`config.mk`:
```
export PLATFORM = sky130hd
export DESIGN_NAME = ipv4_fwd_screen
export DESIGN_NICKNAME = d
export VERILOG_FILES = /design/src/rtl/scr_pkg.sv /design/src/rtl/oc_add16.sv /design/src/rtl/sat_counter.sv /design/src/rtl/ipv4_fwd_screen.sv
export SDC_FILE = /design/constraint.sdc
export NUM_CORES = 1
export LEC_CHECK = 0
export BUFFER_PORTS_ARGS = -buffer_cell sky130_fd_sc_hd__buf_2
export CORE_MARGIN = 2
export CORE_UTILIZATION = 46
export DETAILED_ROUTE_END_ITERATION = 8
export SYNTH_ARGS = -nofsm -noshare
export SYNTH_HDL_FRONTEND = slang
export SYNTH_SLANG_ARGS = --single-unit
```
`constraint.sdc`:
```
create_clock -name clk -period 23.1 [get_ports clk]
set_input_delay 4.62 -clock clk [delete_from_list [all_inputs] [get_ports clk]]
set_output_delay 4.62 -clock clk [all_outputs]
set_load 0.02 [all_outputs]
```
`src/rtl/scr_pkg.sv`:
```
package scr_pkg;

    typedef enum logic [1:0] {
        VERD_FWD     = 2'd0,
        VERD_SHORT   = 2'd1,
        VERD_NOT_IP  = 2'd2,
        VERD_HDR_ERR = 2'd3
    } verdict_e;

    typedef enum logic [1:0] {
        ST_ETH  = 2'd0,
        ST_IP   = 2'd1,
        ST_BODY = 2'd2
    } phase_e;

    localparam int          ETH_BYTES   = 14;
    localparam int          IP_BYTES    = 20;
    localparam int          MIN_FRAME   = ETH_BYTES + IP_BYTES;
    localparam logic [15:0] ETYPE_IPV4  = 16'h0800;
    localparam logic [7:0]  VER_IHL_OK  = 8'h45;
    localparam int          OFS_ETYPE   = 12;
    localparam int          OFS_VERIHL  = ETH_BYTES;
    localparam int          OFS_TOTLEN  = ETH_BYTES + 2;
    localparam int          OFS_TTL     = ETH_BYTES + 8;
    localparam int          OFS_CSUM    = ETH_BYTES + 10;
    localparam int          OFS_DST     = ETH_BYTES + 16;

endpackage

```
`src/rtl/oc_add16.sv`:
```
module oc_add16 (
    input  logic [15:0] a,
    input  logic [15:0] b,
    output logic [15:0] y
);
    logic [16:0] raw;

    always_comb begin
        raw = {1'b0, a} + {1'b0, b};
        y   = raw[15:0] + {15'd0, raw[16]};
    end
endmodule

```
`src/rtl/sat_counter.sv`:
```
module sat_counter #(
    parameter int W = 16
) (
    input  logic         clk,
    input  logic         rst_n,
    input  logic         inc,
    output logic [W-1:0] q
);
    localparam logic [W-1:0] TOP = '1;

    always_ff @(posedge clk) begin
        if (!rst_n)
            q <= '0;
        else if (inc && q != TOP)
            q <= q + 1'b1;
    end

    assert_sat_hold_R11: assert property (@(posedge clk) disable iff (!rst_n)
        (q == TOP) |=> (q == TOP));

    assert_single_step_R11: assert property (@(posedge clk) disable iff (!rst_n)
        (q == $past(q)) || (q == $past(q) + 1'b1));
endmodule

```
`src/rtl/ipv4_fwd_screen.sv`:
```
module ipv4_fwd_screen
    import scr_pkg::*;
#(
    parameter int CNT_W = 16,
    parameter int LEN_W = 16
) (
    input  logic             clk,
    input  logic             rst_n,
    input  logic             in_valid,
    input  logic [7:0]       in_data,
    input  logic             in_last,
    output logic             res_valid,
    output logic [1:0]       res_verdict,
    output logic [31:0]      res_dst_addr,
    output logic [7:0]       res_ttl_new,
    output logic [15:0]      res_csum_new,
    output logic [CNT_W-1:0] cnt_rx,
    output logic [CNT_W-1:0] cnt_hdr_err,
    output logic [CNT_W-1:0] cnt_fwd
);
    localparam int               SUM_W   = ((LEN_W > 16) ? LEN_W : 16) + 1;
    localparam logic [LEN_W-1:0] IDX_TOP = '1;

    phase_e           phase_q, phase_n;
    logic [LEN_W-1:0] idx_q, idx_n;
    logic [15:0]      etype_q, etype_n, etype_c;
    logic [7:0]       verihl_q, verihl_n, verihl_c;
    logic [15:0]      tot_q, tot_n, tot_c;
    logic [7:0]       ttl_q, ttl_n, ttl_c;
    logic [15:0]      ck_q, ck_n, ck_c;
    logic [31:0]      dst_q, dst_n, dst_c;
    logic [7:0]       hi_q, hi_n, hi_c;
    logic [15:0]      acc_q, acc_n, acc_c;
    logic [15:0]      acc_add, ck_fwd;
    logic             fin, start, long_enough, hdr_ok;
    logic [SUM_W-1:0] frame_len, need_len;
    verdict_e         verd;
    logic             inc_rx, inc_err, inc_fwd;

    assign fin   = in_valid && in_last;
    assign start = (idx_q == '0);

    oc_add16 u_sum_add (.a(acc_c), .b({hi_c, in_data}), .y(acc_add));
    oc_add16 u_fwd_add (.a(ck_n),  .b(16'h0100),        .y(ck_fwd));

    // Phase sequencing
    always_comb begin
        phase_n = phase_q;
        if (in_valid) begin
            unique case (phase_q)
                ST_ETH:  if (in_last) phase_n = ST_ETH;
                         else if (idx_q == LEN_W'(ETH_BYTES - 1)) phase_n = ST_IP;
                ST_IP:   if (in_last) phase_n = ST_ETH;
                         else if (idx_q == LEN_W'(MIN_FRAME - 1)) phase_n = ST_BODY;
                ST_BODY: if (in_last) phase_n = ST_ETH;
                default: phase_n = ST_ETH;
            endcase
        end
    end

    // Field capture, fields cleared on the first byte of a frame
    always_comb begin
        etype_c  = start ? '0 : etype_q;
        verihl_c = start ? '0 : verihl_q;
        tot_c    = start ? '0 : tot_q;
        ttl_c    = start ? '0 : ttl_q;
        ck_c     = start ? '0 : ck_q;
        dst_c    = start ? '0 : dst_q;
        hi_c     = start ? '0 : hi_q;
        acc_c    = start ? '0 : acc_q;
        etype_n  = etype_c;
        verihl_n = verihl_c;
        tot_n    = tot_c;
        ttl_n    = ttl_c;
        ck_n     = ck_c;
        dst_n    = dst_c;
        hi_n     = hi_c;
        acc_n    = acc_c;
        idx_n    = idx_q;
        if (in_valid) begin
            idx_n = in_last ? '0 : ((idx_q == IDX_TOP) ? idx_q : idx_q + 1'b1);
            if (idx_q == LEN_W'(OFS_ETYPE))      etype_n[15:8] = in_data;
            if (idx_q == LEN_W'(OFS_ETYPE + 1))  etype_n[7:0]  = in_data;
            if (idx_q == LEN_W'(OFS_VERIHL))     verihl_n      = in_data;
            if (idx_q == LEN_W'(OFS_TOTLEN))     tot_n[15:8]   = in_data;
            if (idx_q == LEN_W'(OFS_TOTLEN + 1)) tot_n[7:0]    = in_data;
            if (idx_q == LEN_W'(OFS_TTL))        ttl_n         = in_data;
            if (idx_q == LEN_W'(OFS_CSUM))       ck_n[15:8]    = in_data;
            if (idx_q == LEN_W'(OFS_CSUM + 1))   ck_n[7:0]     = in_data;
            if (phase_q == ST_IP) begin
                if (idx_q >= LEN_W'(OFS_DST)) dst_n = {dst_c[23:0], in_data};
                if (idx_q[0]) acc_n = acc_add;
                else          hi_n  = in_data;
            end
        end
    end

    // Decision on the last byte, using the values that include it
    always_comb begin
        long_enough = (phase_q == ST_BODY) ||
                      (phase_q == ST_IP && idx_q == LEN_W'(MIN_FRAME - 1));
        frame_len   = SUM_W'(idx_q) + SUM_W'(1);
        need_len    = SUM_W'(ETH_BYTES) + SUM_W'(tot_n);
        hdr_ok      = (verihl_n == VER_IHL_OK) &&
                      (tot_n >= 16'(IP_BYTES)) &&
                      (frame_len >= need_len) &&
                      (acc_n == 16'hFFFF) &&
                      (ttl_n > 8'd1);
        if (!long_enough)               verd = VERD_SHORT;
        else if (etype_n != ETYPE_IPV4) verd = VERD_NOT_IP;
        else if (!hdr_ok)               verd = VERD_HDR_ERR;
        else                            verd = VERD_FWD;
        inc_fwd = fin && (verd == VERD_FWD);
        inc_err = fin && (verd == VERD_HDR_ERR);
        inc_rx  = inc_fwd || inc_err;
    end

    // State register process
    always_ff @(posedge clk) begin
        if (!rst_n) begin
            phase_q  <= ST_ETH;
            idx_q    <= '0;
            etype_q  <= '0;
            verihl_q <= '0;
            tot_q    <= '0;
            ttl_q    <= '0;
            ck_q     <= '0;
            dst_q    <= '0;
            hi_q     <= '0;
            acc_q    <= '0;
        end else begin
            phase_q  <= phase_n;
            idx_q    <= idx_n;
            etype_q  <= etype_n;
            verihl_q <= verihl_n;
            tot_q    <= tot_n;
            ttl_q    <= ttl_n;
            ck_q     <= ck_n;
            dst_q    <= dst_n;
            hi_q     <= hi_n;
            acc_q    <= acc_n;
        end
    end

    // Output process
    always_ff @(posedge clk) begin
        if (!rst_n) begin
            res_valid    <= 1'b0;
            res_verdict  <= VERD_FWD;
            res_dst_addr <= '0;
            res_ttl_new  <= '0;
            res_csum_new <= '0;
        end else begin
            res_valid <= fin;
            if (fin) begin
                res_verdict  <= verd;
                res_dst_addr <= (verd == VERD_FWD || verd == VERD_HDR_ERR) ? dst_n : '0;
                res_ttl_new  <= (verd == VERD_FWD) ? ttl_n - 8'd1 : '0;
                res_csum_new <= (verd == VERD_FWD) ? ck_fwd : '0;
            end
        end
    end

    sat_counter #(.W(CNT_W)) u_cnt_rx  (.clk(clk), .rst_n(rst_n), .inc(inc_rx),  .q(cnt_rx));
    sat_counter #(.W(CNT_W)) u_cnt_err (.clk(clk), .rst_n(rst_n), .inc(inc_err), .q(cnt_hdr_err));
    sat_counter #(.W(CNT_W)) u_cnt_fwd (.clk(clk), .rst_n(rst_n), .inc(inc_fwd), .q(cnt_fwd));

    assert_res_pulse_R2: assert property (@(posedge clk) disable iff (!rst_n)
        (in_valid && in_last) |=> res_valid);

    assert_res_idle_R2: assert property (@(posedge clk) disable iff (!rst_n)
        !(in_valid && in_last) |=> !res_valid);

    assert_quiet_reject_R3: assert property (@(posedge clk) disable iff (!rst_n)
        (res_valid && (res_verdict == VERD_SHORT || res_verdict == VERD_NOT_IP)) |->
        (res_dst_addr == '0 && res_ttl_new == '0 && res_csum_new == '0));

    assert_body_len_R3: assert property (@(posedge clk) disable iff (!rst_n)
        (phase_q == ST_BODY) |-> (idx_q >= LEN_W'(MIN_FRAME)));

    assert_fwd_ttl_R10: assert property (@(posedge clk) disable iff (!rst_n)
        (res_valid && res_verdict == VERD_FWD) |-> (res_ttl_new != 8'd0));

    assert_cnt_order_R11: assert property (@(posedge clk) disable iff (!rst_n)
        (cnt_rx >= cnt_fwd) && (cnt_rx >= cnt_hdr_err));

    assert_cnt_quiet_R11: assert property (@(posedge clk) disable iff (!rst_n)
        !res_valid |-> ($stable(cnt_rx) && $stable(cnt_fwd) && $stable(cnt_hdr_err)));
endmodule

```
# After elaboration in Yosys (flattened, before gate mapping)
# Cells that the tools add are included.
# totals
register_bits,245
in_bits,12
out_inout_bits,107
elab_cells,119
# op_classes
n_addsub,11
order_cmp,4
eq_ne,23
mux,44
reduce_logical,19
# ops
operator,n
2-to-1 mux 16 bit,13
2-to-1 mux 32 bit,5
2-to-1 mux 8 bit,17
"== test 16 x 5 -> 1 bit, second input constant",5
"adder 16 x 1 -> 16 bit, second input constant",4
"== test 16 x 4 -> 1 bit, second input constant",3
"inequality test 16 bit, second input constant",3
adder 16 x 1 -> 16 bit,2
"== test 16 bit, second input constant",2
"greater-or-equal comparator 16 x 5 -> 1 bit, second input constant",2
"adder 16 x 1 -> 17 bit, second input constant",1
adder 16 x 16 -> 17 bit,1
"adder 16 x 9 -> 17 bit, second input constant",1
"adder 4 x 16 -> 17 bit, first input constant",1
greater-or-equal comparator 17 bit,1
"== test 16 x 6 -> 1 bit, second input constant",1
zero test 16 bit,1
2-to-1 mux 2 bit,8
"inequality test 16 x 12 -> 1 bit, second input constant",1
logical AND 1 bit,11
"== test 8 x 7 -> 1 bit, second input constant",1
"> comparator 8 x 1 -> 1 bit, second input constant",1
"subtractor 8 x 1 -> 8 bit, second input constant",1
one-hot mux 2 bit (3 select lines),1
9 further kinds,14

# Depth between registers and ports, before layout
# logic_depth
word_depth,17
ltp_mapped,43
ltp_nobuf,37

# Modules after synthesis
# Synthesis repeated with hierarchy kept, for this count alone.
# unflattened
cells_unflattened,1677
hier_area_um2,14320.0
# modules_own_cells
module,n_inst,cells_each,area_each_um2,seq_area_each_um2
ipv4_fwd_screen,1,1099,9560.4,3943.8
sat_counter,3,97,837.1,320.3
oc_add16 (u_fwd_add),1,141,1138.6,0.0
oc_add16 (u_sum_add),1,146,1109.8,0.0

# Worst setup path after synthesis
# Ideal clock, no wire load.
# synth_path
path_type,input port to flip-flop
from,input in_data[1]
to,register u_cnt_rx.q[15]
setup_time_ns,0.128
arrival_time_ns,9.869
required_time_ns,22.972
slack_ns,13.103
cell_stages,31
path_buffers,2
cell_sequence,clkbuf_1 inv_1 fa_1 inv_1 a21o_1 a31o_2 and3_1 a22oi_1 nand2b_1 a21oi_1 nor2b_1 o21ai_0 nand2b_1 ha_1 and3_1 o211ai_1 nor2_1 nand3_2 nor4_4 xnor3_1 mux2i_4 o41ai_2 and2_1 ha_1 o221ai_1 or3_1 clkbuf_1 nor2_1 nand3_1 xor2_1 nor2_1
# synth_between
elab_chain_cells,15
word_cells_on_any_way,35
classes_between,add/sub: 3; order compare: 3; eq/ne: 4; mux: 16; reduce/logical: 9
# synth_lines
item,line,text
start: declaration,ipv4_fwd_screen.sv:10,"input logic [7:0] in_data,"
adder 16 x 16 -> 17 bit,oc_add16.sv:9,"raw = {1'b0, a} + {1'b0, b};"
adder 16 x 1 -> 16 bit,oc_add16.sv:10,"y = raw[15:0] + {15'd0, raw[16]};"
2-to-1 mux 16 bit,ipv4_fwd_screen.sv:92,if (idx_q[0]) acc_n = acc_add;
2-to-1 mux 16 bit,ipv4_fwd_screen.sv:90,if (phase_q == ST_IP) begin
2-to-1 mux 16 bit,ipv4_fwd_screen.sv:80,if (in_valid) begin
== test 16 bit,ipv4_fwd_screen.sv:107,(acc_n == 16'hFFFF) &&
logical AND 1 bit,ipv4_fwd_screen.sv:106,(frame_len >= need_len) &&
logical AND 1 bit,ipv4_fwd_screen.sv:107,
2-to-1 mux 2 bit,ipv4_fwd_screen.sv:111,else if (!hdr_ok) verd = VERD_HDR_ERR;
2-to-1 mux 2 bit *,ipv4_fwd_screen.sv:110,else if (etype_n != ETYPE_IPV4) verd = VERD_NOT_IP;
2-to-1 mux 2 bit *,ipv4_fwd_screen.sv:109,if (!long_enough) verd = VERD_SHORT;
== test 2 bit / zero test 2 bit (equally long branches),"ipv4_fwd_screen.sv:114, ipv4_fwd_screen.sv:113",
"logical AND 1 bit, on equally long branches","ipv4_fwd_screen.sv:114, ipv4_fwd_screen.sv:113",
logical OR 1 bit *,ipv4_fwd_screen.sv:115,inc_rx = inc_fwd || inc_err;
logical AND 1 bit *,sat_counter.sv:14,else if (inc && q != TOP)
end signal: assignment,sat_counter.sv:15,q <= q + 1'b1;
end: declaration,sat_counter.sv:7,output logic [W-1:0] q
# Every way passes the cells marked *; elsewhere a longest branch is shown, timed or not.
# A chain may end at the register's enable or synchronous reset.

# Final worst setup path
# layout_path
from,input in_valid
to,register u_cnt_rx.q[15]
# layout_between
elab_chain_cells,13
word_cells_on_any_way,26
classes_between,add/sub: 1; order compare: 3; eq/ne: 4; mux: 8; reduce/logical: 10
# layout_lines
item,line,text
start: declaration,ipv4_fwd_screen.sv:9,"input logic in_valid,"
2-to-1 mux 16 bit / 2-to-1 mux 8 bit (equally long branches),ipv4_fwd_screen.sv:80,
adder 4 x 16 -> 17 bit (tied with other cells),ipv4_fwd_screen.sv:103,need_len = SUM_W'(ETH_BYTES) + SUM_W'(tot_n);
greater-or-equal comparator 17 bit / logical AND 1 bit (equally long branches),"ipv4_fwd_screen.sv:106, ipv4_fwd_screen.sv:104",
logical AND 1 bit,ipv4_fwd_screen.sv:105,(tot_n >= 16'(IP_BYTES)) &&
logical AND 1 bit,ipv4_fwd_screen.sv:106,
logical AND 1 bit,ipv4_fwd_screen.sv:107,
2-to-1 mux 2 bit,ipv4_fwd_screen.sv:111,
2-to-1 mux 2 bit,ipv4_fwd_screen.sv:110,
2-to-1 mux 2 bit,ipv4_fwd_screen.sv:109,
== test 2 bit / zero test 2 bit (equally long branches),"ipv4_fwd_screen.sv:114, ipv4_fwd_screen.sv:113",
"logical AND 1 bit, on equally long branches","ipv4_fwd_screen.sv:114, ipv4_fwd_screen.sv:113",
logical OR 1 bit *,ipv4_fwd_screen.sv:115,
logical AND 1 bit *,sat_counter.sv:14,
# Marks and branches as above.

==> impl_metrics.csv <==
group,metric,value,unit
floorplan,dieArea,29210,µm²
placement,place_congestion,0.8607,
cts,htreeDepth,1,
layout,areaGrowthSynthToFinish,13.36,%
timing,finalSetupTns,0,ns
drt,drt-initial-drc-count,842,
drt,first_pass_iters,5,
placement,hpwlAfterDp,23740,µm
drt,ant_nets,0,
drt,drcViolationCount,0,
floorplan,io_pins,119,
logic_synthesis,ys_ff_latch,245,
logic_synthesis,async_flop_share,0,%
drt,wl,35110,µm
drt,vias_per_cell,5.611,
cts,ctsHoldBuffers,0,
logic_synthesis,synth_most_common_cell,"dfxtp_1",
cts,cts_tree,"built",
layout,fillers,2726,
critical_path,worstPathMaxFanout,20,
logic_synthesis,yosys-top-cells-area,"dfxtp_1, nand2_1, a21oi_1",
cts,cts_sinks,245,
logic_synthesis,post-synth-top-area-cell,"dfxtp_1",
pwr,power_switching,216.1,µW
floorplan,die_x,170.9,µm
critical_path,rr_endpoint,"u_cnt_rx.q[15]",
logic_synthesis,synth_cells,1605,
grt,grt_use_met1,32.29,%
cts,cts_setup_buffers,0,
cts,clk_latency,0.56,ns
critical_path,timing.rr.start,"idx_q[0]",
grt,antenna_found_initial,0,
grt,top_usage_layer,"met2",
logic_synthesis,synth_edf_count,0,
timing,slew_headroom,25.17,%
floorplan,rows,61,
grt,grt_pass1_vias,10760,
critical_path,start_kind,"input pin",
pwr,ir_worst_vdd,59.30,µV
run,drv_cap,0,
timing,fmax,0.09214,GHz
pwr,combPwrFrac,4.2,%
critical_path,rrSetupSlack,14.45,ns
critical_path,reg2reg_depth,36,
pwr,seq_power_share,46.7,%
grt,grt.met3_usage,3.516,%
pwr,switching_share,23.83,%
cts,cts-buffers-inserted,27,
grt,grt_pass1_wl,56440,µm
timing,worstMarginPinSlew,1.118,ns
pwr,p_per_area,62.41,nW/µm²
critical_path,critPathMaxStageDelay,0.90,ns
logic_synthesis,ys_warn_count,0,
critical_path,cp_common_cell,"nor2_1",
layout,drive_gt1_share,12.28,%
logic_synthesis,synth.distinct_cells,79,
logic_synthesis,synth-main-ff-cell,"dfxtp_1",
timing,finalHoldViolCount,0,
cts,path_clk_slew,0.06,ns
cts,root_buffer,"clkbuf_16",
timing,period_needed,10.85,ns
timing,fin_crit_sh,46.98,%
timing,slew_violations,0,
logic_synthesis,synth_top_area_share,38.27,%
logic_synthesis,yosysSeqAreaShare,38.27,%
critical_path,endpoint_kind,"flop",
floorplan,start_util,46.38,%
critical_path,path_class,"in -> reg",
timing,grt_setup_unrepaired,"false",
cts,post_cts_resized,0,
pwr,pwr-share-clk,49.1,%
timing,finalClockSkew,0.01564,ns
floorplan,die_h,170.9,µm
critical_path,slowest_stage,"nor2_1",
worst_hold_path,min-delay-start,"dst_q[24]",
worst_hold_path,whs_endpoint,"dst_q[24]",
grt,overflow,0,
worst_hold_path,holdPathStages,2,
grt,grt_max_degree,92,
floorplan,core,27630,µm²
layout,antenna_cells,0,
drt,wl_per_cell,17.01,µm
placement,numPortBuffers,118,
critical_path,cp.required,23.50,ns
pwr,internal_power,690.5,µW
drt,vias,11580,
logic_synthesis,avgSynthCellArea,7.984,µm²
layout,finish.utilization,52.58,%
logic_synthesis,synthTopCellsByCount,"dfxtp_1, nand2_1, nor2_1",
critical_path,setup.worst_path.start,"in_valid",
timing,finalSetupViolCount,0,
layout,layout.nets,1725,
cts,clockBufferDepth,3,
run_status,status,"completed",
grt,grt.total_usage,23.82,%
worst_hold_path,hold_path.class,"reg -> reg",
logic_synthesis,synth_nets,1663,
pwr,leakage,5.851,nW
logic_synthesis,syn_area,12810,µm²
grt,grt.met2_usage,39.22,%
critical_path,crit_arrival,11.25,ns
-- final cells by class --
cell class / instances / area [µm²] / area share, %
Multi-Input combinational cell: 1233 / 7440 / 51.21
Sequential cell: 245 / 4905 / 33.76
Clock buffer: 33 / 738.2 / 5.082
Timing Repair Buffer: 132 / 695.7 / 4.789
Tap cell: 378 / 473.0 / 3.256
Clock inverter: 15 / 167.7 / 1.154
Inverter: 28 / 107.6 / 0.7407
-- cells by family after synthesis --
kind of cell	count (synthesis)	synth area share (%)
simple gates	701	26.11
compound gates	370	19.05
flops	245	38.27
buf+inv	127	3.837
xor+xnor	111	7.694
fa+ha+maj	48	4.706
mux	3	0.3320
-- how the worst max path moves through the flow --
stage | end | slack (ns) | cells past startpoint
finish | u_cnt_rx.q[15] | 12.25 | 27
global route | u_cnt_rx.q[15] | 11.36 | 27
CTS | u_cnt_rx.q[15] | 12.25 | 27
detailed placement | u_cnt_rx.q[15] | 11.72 | 27
global placement | u_cnt_rx.q[15] | 11.89 | 27
floorplan | u_cnt_rx.q[15] | 13.10 | 31
-- routing by layer --
metal  vias up  wire [µm]  part of all wire, %
met5         -          0                    0
met4         0        948                  2.7
met3        58       2021                  5.8
met2       292      16150                   46
met1      5474      15980                   46
li1       5757          -                    -
-- worst max-delay path: cells and delay by family --
kind / cells / cell delay (ns)
buffers and inverters: 1 / 0.21
AND/OR/NAND/NOR: 16 / 4.33
AO/OA/AOI/OAI: 6 / 1.29
adder cells (fa/ha/maj): 2 / 0.53
XOR/XNOR: 2 / 0.29
-- registers in the layout, summed over array words and instances, names as in the netlist --
| signal | count |
|---|---|
| idx_q | 16 |
| etype_q | 16 |
| dst_q | 32 |
| u_cnt_rx.q | 16 |
| res_verdict | 2 |
| u_cnt_fwd.q | 16 |
| res_ttl_new | 8 |
| acc_q | 16 |
| ck_q | 16 |
| tot_q | 16 |
| res_dst_addr | 32 |
| res_csum_new | 16 |
| ttl_q | 8 |
| u_cnt_err.q | 16 |
| res_valid | 1 |
| phase_q | 2 |
| hi_q | 8 |
| verihl_q | 8 |
-- power by group through the flow --
stage,combinational [mW],sequential (mW),clock [mW]
3_5_place_dp,0.0377,0.433,0
6_report,0.0381,0.424,0.445
4_1_cts,0.0378,0.423,0.454
2_1_floorplan,0.0246,0.433,0
3_3_place_gp,0.0377,0.433,0
5_1_grt,0.0414,0.423,0.472
-- cell usage in the layout, fill, tap and decap left out, types with 8 or more instances in the layout --
| cell type | n |
|---|---|
| dfxtp_1 | 245 |
| nand2_1 | 231 |
| nor2_1 | 190 |
| a21oi_1 | 149 |
| buf_2 | 118 |
| nand3_1 | 71 |
| xnor2_1 | 55 |
| xor2_1 | 55 |
| o21ai_0 | 54 |
| a22o_1 | 52 |
| ha_1 | 45 |
| and2_1 | 40 |
| nand4_1 | 29 |
| inv_1 | 27 |
| clkbuf_16 | 27 |
| and3_1 | 26 |
| or3_1 | 19 |
| nor3_1 | 16 |
| a21o_1 | 15 |
| buf_4 | 14 |
| nand2b_1 | 11 |
| a211oi_1 | 11 |
| a22oi_1 | 10 |
| clkinv_2 | 10 |
| or4_1 | 9 |
| nor4_1 | 8 |
| nor3b_1 | 8 |
| o211ai_1 | 8 |
-- metrics by stage --
stage	hold slack [ns]	total power, mW	setup WS, ns	instances	instance area [µm²]
global placement	0.4503	0.4706	11.89	2016	13620
global route	0.4738	0.9364	11.36	2064	14530
CTS	0.4618	0.9153	12.25	2064	14530
detailed placement	0.4550	0.4706	11.72	2016	13620
finish	0.4613	0.9066	12.25	2064	14530
floorplan	0.4388	0.4574	13.10	1605	12810
Note: power is estimated with default switching activity, not from simulation.
